--- config.mk ---
export PLATFORM = sky130hd
export DESIGN_NAME = chan_hash_unit
export DESIGN_NICKNAME = d
export VERILOG_FILES = /design/src/rtl/chan_hash_pkg.sv /design/src/rtl/chan_hash_mix.sv /design/src/rtl/chan_subpart_form.sv /design/src/rtl/chan_hash_unit.sv
export SDC_FILE = /design/constraint.sdc
export NUM_CORES = 1
export LEC_CHECK = 0
export ABC_CLOCK_PERIOD_IN_PS = 800
export BUFFER_PORTS_ARGS = -buffer_cell sky130_fd_sc_hd__buf_2
export CORE_ASPECT_RATIO = 1.2
export CORE_MARGIN = 3
export CORE_UTILIZATION = 43
export CTS_CLUSTER_DIAMETER = 200
export DETAILED_ROUTE_END_ITERATION = 12
export MAX_ROUTING_LAYER = met4
export PLACE_DENSITY = 0.76
export SYNTH_ARGS = -nofsm -noshare
export SYNTH_HDL_FRONTEND = slang
export SYNTH_SLANG_ARGS = --single-unit
--- constraint.sdc ---
create_clock -name clk -period 0.8 [get_ports clk]
set_input_delay 0.04 -clock clk [delete_from_list [all_inputs] [get_ports clk]]
set_output_delay 0.04 -clock clk [all_outputs]
set_load 0.1 [all_outputs]
--- src/rtl/chan_hash_pkg.sv ---
package chan_hash_pkg;

  localparam int CH_W = 5;
  localparam int HASH_ROW_MIN = 15;
  localparam int HASH_BANK_W = 4;

  typedef enum logic [2:0] {
    HM_STRAIGHT = 3'd0,
    HM_STRIPE   = 3'd1,
    HM_POLY     = 3'd2,
    HM_USER     = 3'd3,
    HM_ENTROPY  = 3'd4
  } hash_mode_e;

  // Polynomial interleave: each channel bit folded with a fixed row tap set.
  function automatic logic [CH_W-1:0] poly_fold(
    input logic [CH_W-1:0]          c,
    input logic [HASH_ROW_MIN-1:0]  a
  );
    logic [CH_W-1:0] r;
    r[0] = c[0] ^ a[0] ^ a[3] ^ a[5] ^ a[6] ^ a[9] ^ a[10] ^ a[11] ^ a[12] ^ a[13];
    r[1] = c[1] ^ a[1] ^ a[4] ^ a[6] ^ a[7] ^ a[10] ^ a[11] ^ a[12] ^ a[13] ^ a[14];
    r[2] = c[2] ^ a[0] ^ a[2] ^ a[3] ^ a[6] ^ a[7] ^ a[8] ^ a[9] ^ a[10] ^ a[14];
    r[3] = c[3] ^ a[1] ^ a[3] ^ a[4] ^ a[7] ^ a[8] ^ a[9] ^ a[10] ^ a[11];
    r[4] = c[4] ^ a[2] ^ a[4] ^ a[5] ^ a[8] ^ a[9] ^ a[10] ^ a[11] ^ a[12];
    return r;
  endfunction

  // Entropy interleave: row and bank taps folded into each channel bit.
  function automatic logic [CH_W-1:0] entropy_fold(
    input logic [CH_W-1:0]          c,
    input logic [HASH_ROW_MIN-1:0]  a,
    input logic [HASH_BANK_W-1:0]   b
  );
    logic [CH_W-1:0] r;
    r[0] = c[0] ^ a[0] ^ a[5] ^ a[9] ^ a[10] ^ a[13] ^ b[0] ^ b[3];
    r[1] = c[1] ^ a[1] ^ a[6] ^ a[11] ^ a[12] ^ b[1] ^ b[2] ^ b[3];
    r[2] = c[2] ^ a[2] ^ a[7] ^ a[8] ^ a[9] ^ a[14] ^ b[1];
    r[3] = c[3] ^ a[3] ^ a[8] ^ a[10] ^ a[11] ^ b[2] ^ b[3];
    r[4] = c[4] ^ a[4] ^ a[5] ^ a[8] ^ a[9] ^ a[12] ^ b[0] ^ b[1];
    return r;
  endfunction

  // Stripe permutation: low row bits masked by the channel count.
  function automatic logic [CH_W-1:0] stripe_fold(
    input logic [CH_W-1:0] c,
    input logic [CH_W-1:0] low_row,
    input logic [CH_W-1:0] mask
  );
    return c ^ (low_row & mask);
  endfunction

endpackage

--- src/rtl/chan_hash_mix.sv ---
module chan_hash_mix
  import chan_hash_pkg::*;
#(
  parameter int NUM_CHAN = 32,
  parameter int ROW_W    = 15,
  parameter int BANK_W   = 4
) (
  input  logic [2:0]        mode_i,
  input  logic [CH_W-1:0]   chan_i,
  input  logic [ROW_W-1:0]  row_i,
  input  logic [BANK_W-1:0] bank_i,
  output logic [CH_W-1:0]   chan_o,
  output logic              mode_err_o,
  output logic              range_err_o
);

  localparam logic [CH_W-1:0] CHAN_MASK = CH_W'(NUM_CHAN - 1);
  localparam logic [CH_W:0]   CHAN_LIM  = (CH_W+1)'(NUM_CHAN);

  logic [CH_W-1:0] cand;
  logic [CH_W-1:0] poly_res;
  logic            poly_ok;
  logic            mode_bad;

  // The polynomial function exists only for a 32-channel system.
  generate
    if (NUM_CHAN == 32) begin : g_poly
      assign poly_res = poly_fold(chan_i, row_i[HASH_ROW_MIN-1:0]);
      assign poly_ok  = 1'b1;
    end else begin : g_no_poly
      assign poly_res = chan_i;
      assign poly_ok  = 1'b0;
    end
  endgenerate

  always_comb begin
    cand     = chan_i;
    mode_bad = 1'b0;
    case (hash_mode_e'(mode_i))
      HM_STRAIGHT, HM_USER: cand = chan_i;
      HM_STRIPE:   cand = stripe_fold(chan_i, row_i[CH_W-1:0], CHAN_MASK);
      HM_POLY: begin
        cand     = poly_res;
        mode_bad = !poly_ok;
      end
      HM_ENTROPY:  cand = entropy_fold(chan_i, row_i[HASH_ROW_MIN-1:0], bank_i[HASH_BANK_W-1:0]);
      default:     mode_bad = 1'b1;
    endcase
  end

  assign mode_err_o  = mode_bad;
  assign range_err_o = !mode_bad && ({1'b0, cand} >= CHAN_LIM);
  assign chan_o      = (mode_err_o || range_err_o) ? chan_i : cand;

endmodule

--- src/rtl/chan_subpart_form.sv ---
module chan_subpart_form
  import chan_hash_pkg::*;
#(
  parameter int SUBP_PER_CHAN = 2,
  parameter int BANK_W        = 4,
  localparam int SUBP_LOG     = $clog2(SUBP_PER_CHAN),
  localparam int SUBP_W       = CH_W + SUBP_LOG
) (
  input  logic [CH_W-1:0]   chan_i,
  input  logic [BANK_W-1:0] bank_i,
  output logic [SUBP_W-1:0] subp_o
);

  generate
    if (SUBP_LOG == 0) begin : g_one_subp
      assign subp_o = chan_i;
    end else begin : g_multi_subp
      assign subp_o = {chan_i, bank_i[SUBP_LOG-1:0]};
    end
  endgenerate

endmodule

--- src/rtl/chan_hash_unit.sv ---
module chan_hash_unit
  import chan_hash_pkg::*;
#(
  parameter int NUM_CHAN      = 32,
  parameter int SUBP_PER_CHAN = 2,
  parameter int ROW_W         = 15,
  parameter int BANK_W        = 4,
  localparam int SUBP_W       = CH_W + $clog2(SUBP_PER_CHAN)
) (
  input  logic              clk,
  input  logic              rst_n,
  input  logic              valid_i,
  input  logic [2:0]        mode_i,
  input  logic [CH_W-1:0]   chan_i,
  input  logic [ROW_W-1:0]  row_i,
  input  logic [BANK_W-1:0] bank_i,
  output logic              valid_o,
  output logic [CH_W-1:0]   chan_o,
  output logic [SUBP_W-1:0] subp_o,
  output logic              err_o
);

  logic [CH_W-1:0]   chan_next;
  logic [SUBP_W-1:0] subp_next;
  logic              mode_err;
  logic              range_err;
  logic              hash_err;

  chan_hash_mix #(
    .NUM_CHAN (NUM_CHAN),
    .ROW_W    (ROW_W),
    .BANK_W   (BANK_W)
  ) u_mix (
    .mode_i      (mode_i),
    .chan_i      (chan_i),
    .row_i       (row_i),
    .bank_i      (bank_i),
    .chan_o      (chan_next),
    .mode_err_o  (mode_err),
    .range_err_o (range_err)
  );

  chan_subpart_form #(
    .SUBP_PER_CHAN (SUBP_PER_CHAN),
    .BANK_W        (BANK_W)
  ) u_subp (
    .chan_i (chan_next),
    .bank_i (bank_i),
    .subp_o (subp_next)
  );

  assign hash_err = mode_err | range_err;

  always_ff @(posedge clk or negedge rst_n) begin
    if (!rst_n) begin
      valid_o <= 1'b0;
      err_o   <= 1'b0;
      chan_o  <= '0;
      subp_o  <= '0;
    end else begin
      valid_o <= valid_i;
      err_o   <= valid_i & hash_err;
      if (valid_i) begin
        chan_o <= chan_next;
        subp_o <= subp_next;
      end
    end
  end

endmodule

==> results of run 1 <==
[metrics by stage]
step / instance area (µm²) / utilization (%)
3_5_place_dp: 1824 / 83.51
3_3_place_gp: 1824 / 83.51
2_1_floorplan: 1249 / -
[kinds of logic after synthesis]
group / count (synthesis) / synth area share (%)
compound gates: 25 / 16.49
xor+xnor: 48 / 43.32
buf+inv: 11 / 5.897
flops: 8 / 19.25
mux: 1 / 1.083
simple gates: 29 / 13.96
==> run summary, run 1 <==
PLACED DESIGN
--------------------------------------------------------------------------------------
Pre-CTS setup slack                                                         -0.6373 ns
Number of port buffers                                                              42
Inst Count DP                                                                      217
Detailed placer's ending HPWL                                                 3.007 mm
Weighted congestion reported at the end of routability-driven placement         0.8319

SYNTH
--------------------------------------------------------------------------------------
Share of synthesized flip-flops with an asynchronous set or reset               100.0%
Sequential area share after synthesis                                           19.25%
Area leader, netlist                                                      sky130_fd_sc_hd__xnor2_1
Most numerous cell in the Yosys netlist                                   sky130_fd_sc_hd__xnor2_1
Number of synthesis warnings                                                         0
Cell types with the largest area share after synthesis                    sky130_fd_sc_hd__xnor2_1 29%, sky130_fd_sc_hd__dfrtp_1 19%, sky130_fd_sc_hd__xor2_1 7.6%
Most used DFF post-synth                                                  sky130_fd_sc_hd__dfrtp_1
Average instance area after synthesis                                        8.523 µm²
Post-synth design cell area                                                   1040 µm²
FF+latch count, synth                                                                8
Library cells used by synthesis                                                     31
Post-synthesis instance total                                                      122
Synthesized Nets                                                                   152
Portion of synthesized cell area occupied by the leading cell type              29.48%
Top cells by count, synth                                                 35 x sky130_fd_sc_hd__xnor2_1, 9 x sky130_fd_sc_hd__xor2_1, 8 x sky130_fd_sc_hd__dfrtp_1, 8 x sky130_fd_sc_hd__nand2_1, 8 x sky130_fd_sc_hd__nor2_1
EDFF count, synth                                                                    0

CLOCK TREE
--------------------------------------------------------------------------------------
Buffer count from post-CTS setup fixing                                              3
CTS Sinks                                                                            8
Max Root-Sink Buffers                                                                2
Depth of the CTS H-tree                                                              1
TritonCTS buffer count                                                               3
Cells resized by post-CTS repair                                                    67
Hold buffer count at CTS                                                             1
Clock root buffer                                                         sky130_fd_sc_hd__clkbuf_4

FLOORPLANNING
--------------------------------------------------------------------------------------
Starting Density                                                                47.59%
Horizontal extent of the die                                                  50.89 µm
Cell Rows                                                                           18
Die height                                                                    59.87 µm
Num ports                                                                           43

STATUS
--------------------------------------------------------------------------------------
Status                                                                    aborted with a tool error
Error Message                                                             [ERROR DPL-0033] detailed placement checks failed during check placement.
Stage at which the run stopped                                                 4_1_cts

==> run 2: changes to the inputs <==
==> config.mk (replaced) <==
export PLATFORM = sky130hd
export DESIGN_NAME = chan_hash_unit
export DESIGN_NICKNAME = d
export VERILOG_FILES = /design/src/rtl/chan_hash_pkg.sv /design/src/rtl/chan_hash_mix.sv /design/src/rtl/chan_subpart_form.sv /design/src/rtl/chan_hash_unit.sv
export SDC_FILE = /design/constraint.sdc
export NUM_CORES = 1
export LEC_CHECK = 0
export ABC_CLOCK_PERIOD_IN_PS = 1050
export BUFFER_PORTS_ARGS = -buffer_cell sky130_fd_sc_hd__buf_2
export CORE_AREA = 3 3 64 66
export DETAILED_ROUTE_END_ITERATION = 12
export DIE_AREA = 0 0 67 69
export PLACE_DENSITY_LB_ADDON = 0.15
export SYNTH_ARGS = -nofsm -noshare
export SYNTH_HDL_FRONTEND = slang
export SYNTH_SLANG_ARGS = --single-unit
==> constraint.sdc (replaced) <==
create_clock -name clk -period 1.05 [get_ports clk]
set_input_delay 0.0525 -clock clk [delete_from_list [all_inputs] [get_ports clk]]
set_output_delay 0.0525 -clock clk [all_outputs]
set_load 0.1 [all_outputs]
==> run 2 against run 1 <==
Compared with the run above: the flow now finishes, with violations (setup timing); synthesized cell count stayed put; area after synthesis stayed put.
==> run summary, run 2 <==
FLOORPLANNING
------------------------------------------------------------------------------------------
Horizontal extent of the die                                                         67 µm
Die height                                                                           69 µm
Starting Density                                                                    28.62%
Cell Rows                                                                               22
Core Footprint                                                                    3633 µm²
Area of the die                                                                   4623 µm²
Num ports                                                                               43

WORST SETUP PATH
------------------------------------------------------------------------------------------
Required time reported for the critical path endpoint                              1.15 ns
Slowest library cell on the worst path                                        sky130_fd_sc_hd__o31a_1
Startpoint class of the critical path                                           input port
Type of element capturing the critical path                                       register
Peak fanout along the critical path                                                      3
Crit path cell chain                                                          buf_8 > xnor2_4 > xor2_2 > xnor2_2 > nor3b_2 > a311oi_1 > o31a_1
Delay of the slowest critical-path stage                                           0.31 ns
Critical path data arrival time                                                    1.25 ns
Crit path kind                                                                   in -> reg

SYNTH
------------------------------------------------------------------------------------------
Cell types with the largest area share after synthesis                        sky130_fd_sc_hd__xnor2_1 29%, sky130_fd_sc_hd__dfrtp_1 19%, sky130_fd_sc_hd__xor2_1 7.6%
Synthesized Nets                                                                       152
Average instance area after synthesis                                            8.523 µm²
Top cells by count, synth                                                     35 x sky130_fd_sc_hd__xnor2_1, 9 x sky130_fd_sc_hd__xor2_1, 8 x sky130_fd_sc_hd__dfrtp_1, 8 x sky130_fd_sc_hd__nand2_1, 8 x sky130_fd_sc_hd__nor2_1
Post-synthesis instance total                                                          122
Area leader, netlist                                                          sky130_fd_sc_hd__xnor2_1
Library cells used by synthesis                                                         31
Most used DFF post-synth                                                      sky130_fd_sc_hd__dfrtp_1
Portion of synthesized cell area occupied by the leading cell type                  29.48%
Sequential area share after synthesis                                               19.25%
Number of synthesis warnings                                                             0
Most numerous cell in the Yosys netlist                                       sky130_fd_sc_hd__xnor2_1
Share of synthesized flip-flops with an asynchronous set or reset                   100.0%
Post-synth design cell area                                                       1040 µm²
FF+latch count, synth                                                                    8
EDFF count, synth                                                                        0

LAYOUT
------------------------------------------------------------------------------------------
Count of nets after finishing                                                          221
Cell area after layout                                                            2133 µm²
Flip-flop count of the largest register, all copies and words added                      5
Share of the core filled with cells                                                 58.71%
Growth of design area from synthesis to finish                                      105.2%
Register ranked first by flip-flop count                                            chan_o
Antenna diode instance count                                                             0
Most frequent cells in the layout                                             31 x sky130_fd_sc_hd__buf_4, 16 x sky130_fd_sc_hd__xnor2_1, 15 x sky130_fd_sc_hd__xnor2_2, 15 x sky130_fd_sc_hd__buf_12, 14 x sky130_fd_sc_hd__buf_2
Most common library cell in the layout ignoring fill and taps                 sky130_fd_sc_hd__buf_4
Proportion of layout cells with a drive suffix above 1                              59.79%

STA
------------------------------------------------------------------------------------------
Pins over their slew limit                                                               0
Worst-Margin Slew                                                                0.3042 ns
Max Fclk                                                                         875.8 MHz
Setup repair after global routing missed its margin                                    yes
Count of final setup violators                                                           2
Minimum period implied by the final worst setup slack                             1.142 ns
Final worst clock skew                                                                0 ns
Tightest slew margin relative to the limit                                          79.68%
Final Hold Vio Count                                                                     0
Post-route worst hold slack                                                     0.06906 ns
Post-route setup slack                                                         -0.09187 ns
Final period utilization                                                            108.7%

PLACED DESIGN
------------------------------------------------------------------------------------------
Pre-CTS setup slack                                                             -0.4196 ns
Weighted congestion reported at the end of routability-driven placement             0.8828
Area post-placement                                                               1777 µm²
Number of port buffers                                                                  42
Detailed placer's ending HPWL                                                     2.582 mm

CLOCK TREE
------------------------------------------------------------------------------------------
CTS Sinks                                                                                8
Worst-skew pair later-pin latency                                                  0.22 ns
Clock tree from TritonCTS                                                             done
TritonCTS buffer count                                                                   3
Depth of the CTS H-tree                                                                  1
Clock edge transition at the registers on the reported setup and hold paths        0.04 ns
Clock root buffer                                                             sky130_fd_sc_hd__clkbuf_8
Max Root-Sink Buffers                                                                    2

STATUS
------------------------------------------------------------------------------------------
Status                                                                        complete, but fails checks
Violations in the final reports                                               setup timing

GRT
------------------------------------------------------------------------------------------
Via count of the first global-routing pass                                           1,067
Initial antenna violation count                                                          0
Gr usage total                                                                      12.93%
Wire length of the first global-routing pass                                      4.740 mm
Largest net degree at the start of global routing                                       13
Sum of overflow across all layers after global routing                                   0

ROUTE
------------------------------------------------------------------------------------------
Via/cell ratio                                                                       4.603
Number of routed nets with antenna violations                                            0
Wire per inst                                                                     12.97 µm
DRC marker count from the first detailed-route iteration                                23
Via count                                                                            1,091
Remaining design rule violation count                                                    0
Pre-antenna DRT Iters                                                                    4
Detailed-route wire length                                                        3.074 mm

FLOW RUN
------------------------------------------------------------------------------------------
Max-cap violation count                                                                  0

PWR
------------------------------------------------------------------------------------------
Lkg Pwr                                                                       0.0009019 µW
Maximum resistive drop on vdd                                                    0.4464 mV
Sum of internal, switching and leakage power                                       2658 µW
Power density cells                                                            1246 nW/µm²

WORST HOLD PATH
------------------------------------------------------------------------------------------
Class of the most critical hold timing path                                      in -> reg

[run 2: cell counts after synthesis]
No cell type changed its count.
[run 2: path summary, 6_finish.rpt]
check	from	to	slack, ns	cells past startpoint
max	chan_i[4]	chan_o[4]$_DFFE_PN0P_	-0.09	7
min	valid_i	valid_o$_DFF_PN0_	0.07	1
max reg2reg	chan_o[4]$_DFFE_PN0P_	chan_o[4]$_DFFE_PN0P_	0.18	3
min reg2reg	subp_o[0]$_DFFE_PN0P_	subp_o[0]$_DFFE_PN0P_	0.56	1
max in group asynchronous	rst_n	chan_o[2]$_DFFE_PN0P_	0.65	2
min in group asynchronous	rst_n	chan_o[3]$_DFFE_PN0P_	0.21	2
[run 2: critical path: cells and delay by family]
family,cells,cell delay [ns]
buffers and inverters,1,0.11
AO/OA/AOI/OAI,2,0.37
XOR/XNOR,3,0.55
AND/OR/NAND/NOR,1,0.17
[run 2: cell families (layout without fill, tap and decap cells)]
kind of cell / Yosys count / count (layout) / synth area share, %
AO/OA/AOI/OAI: 25 / 25 / 16.49
XOR/XNOR: 48 / 48 / 43.32
flip-flops: 8 / 8 / 19.25
multiplexers: 1 / 1 / 1.083
AND/OR/NAND/NOR: 29 / 29 / 13.96
buffers and inverters: 11 / 78 / 5.897
[run 2: layout make-up]
class | instances | area [µm²]
multi-input cells | 103 | 1051
well taps | 48 | 60.06
flip-flops and latches | 8 | 217.7
repair buffers | 73 | 755.7
fillers | 329 | 1500
clock buffers | 3 | 41.29
inverters | 2 | 7.507
[run 2: where the power goes]
group / internal, µW / switching (µW) / leakage (µW)
Clock: 247 / 108 / 0.0000216
Combinational: 870 / 1000 / 0.000792
Sequential: 366 / 65.2 / 0.0000884
Total: 1480 / 1170 / 0.000902
[run 2: routing by layer]
metal  wire length (µm)  part of all wire, %  GRT usage (%)
met5                  0                    0              0
met4                 27                 0.88          4.505
met3                202                  6.6          1.792
met2               1669                   54          22.71
met1               1174                   38          15.63
[run 2: per-stage QoR]
stage | cells | setup TNS (ns)
finish | 237 | -0.1287
global placement | 231 | -1.343
global route | 237 | -0.3140
floorplan | 122 | -0.2399
CTS | 235 | -0.1865
detailed placement | 231 | -1.528
[run 2: what timing repair did]
action                                  CTS  global route
resized for setup                        18            40
endpoints found under the setup margin    5             5
setup buffers                             0             2
hold buffers                              1             0
pin swaps                                15            20
hold endpoints to repair                  8             0
(Power assumes the default switching activity.)
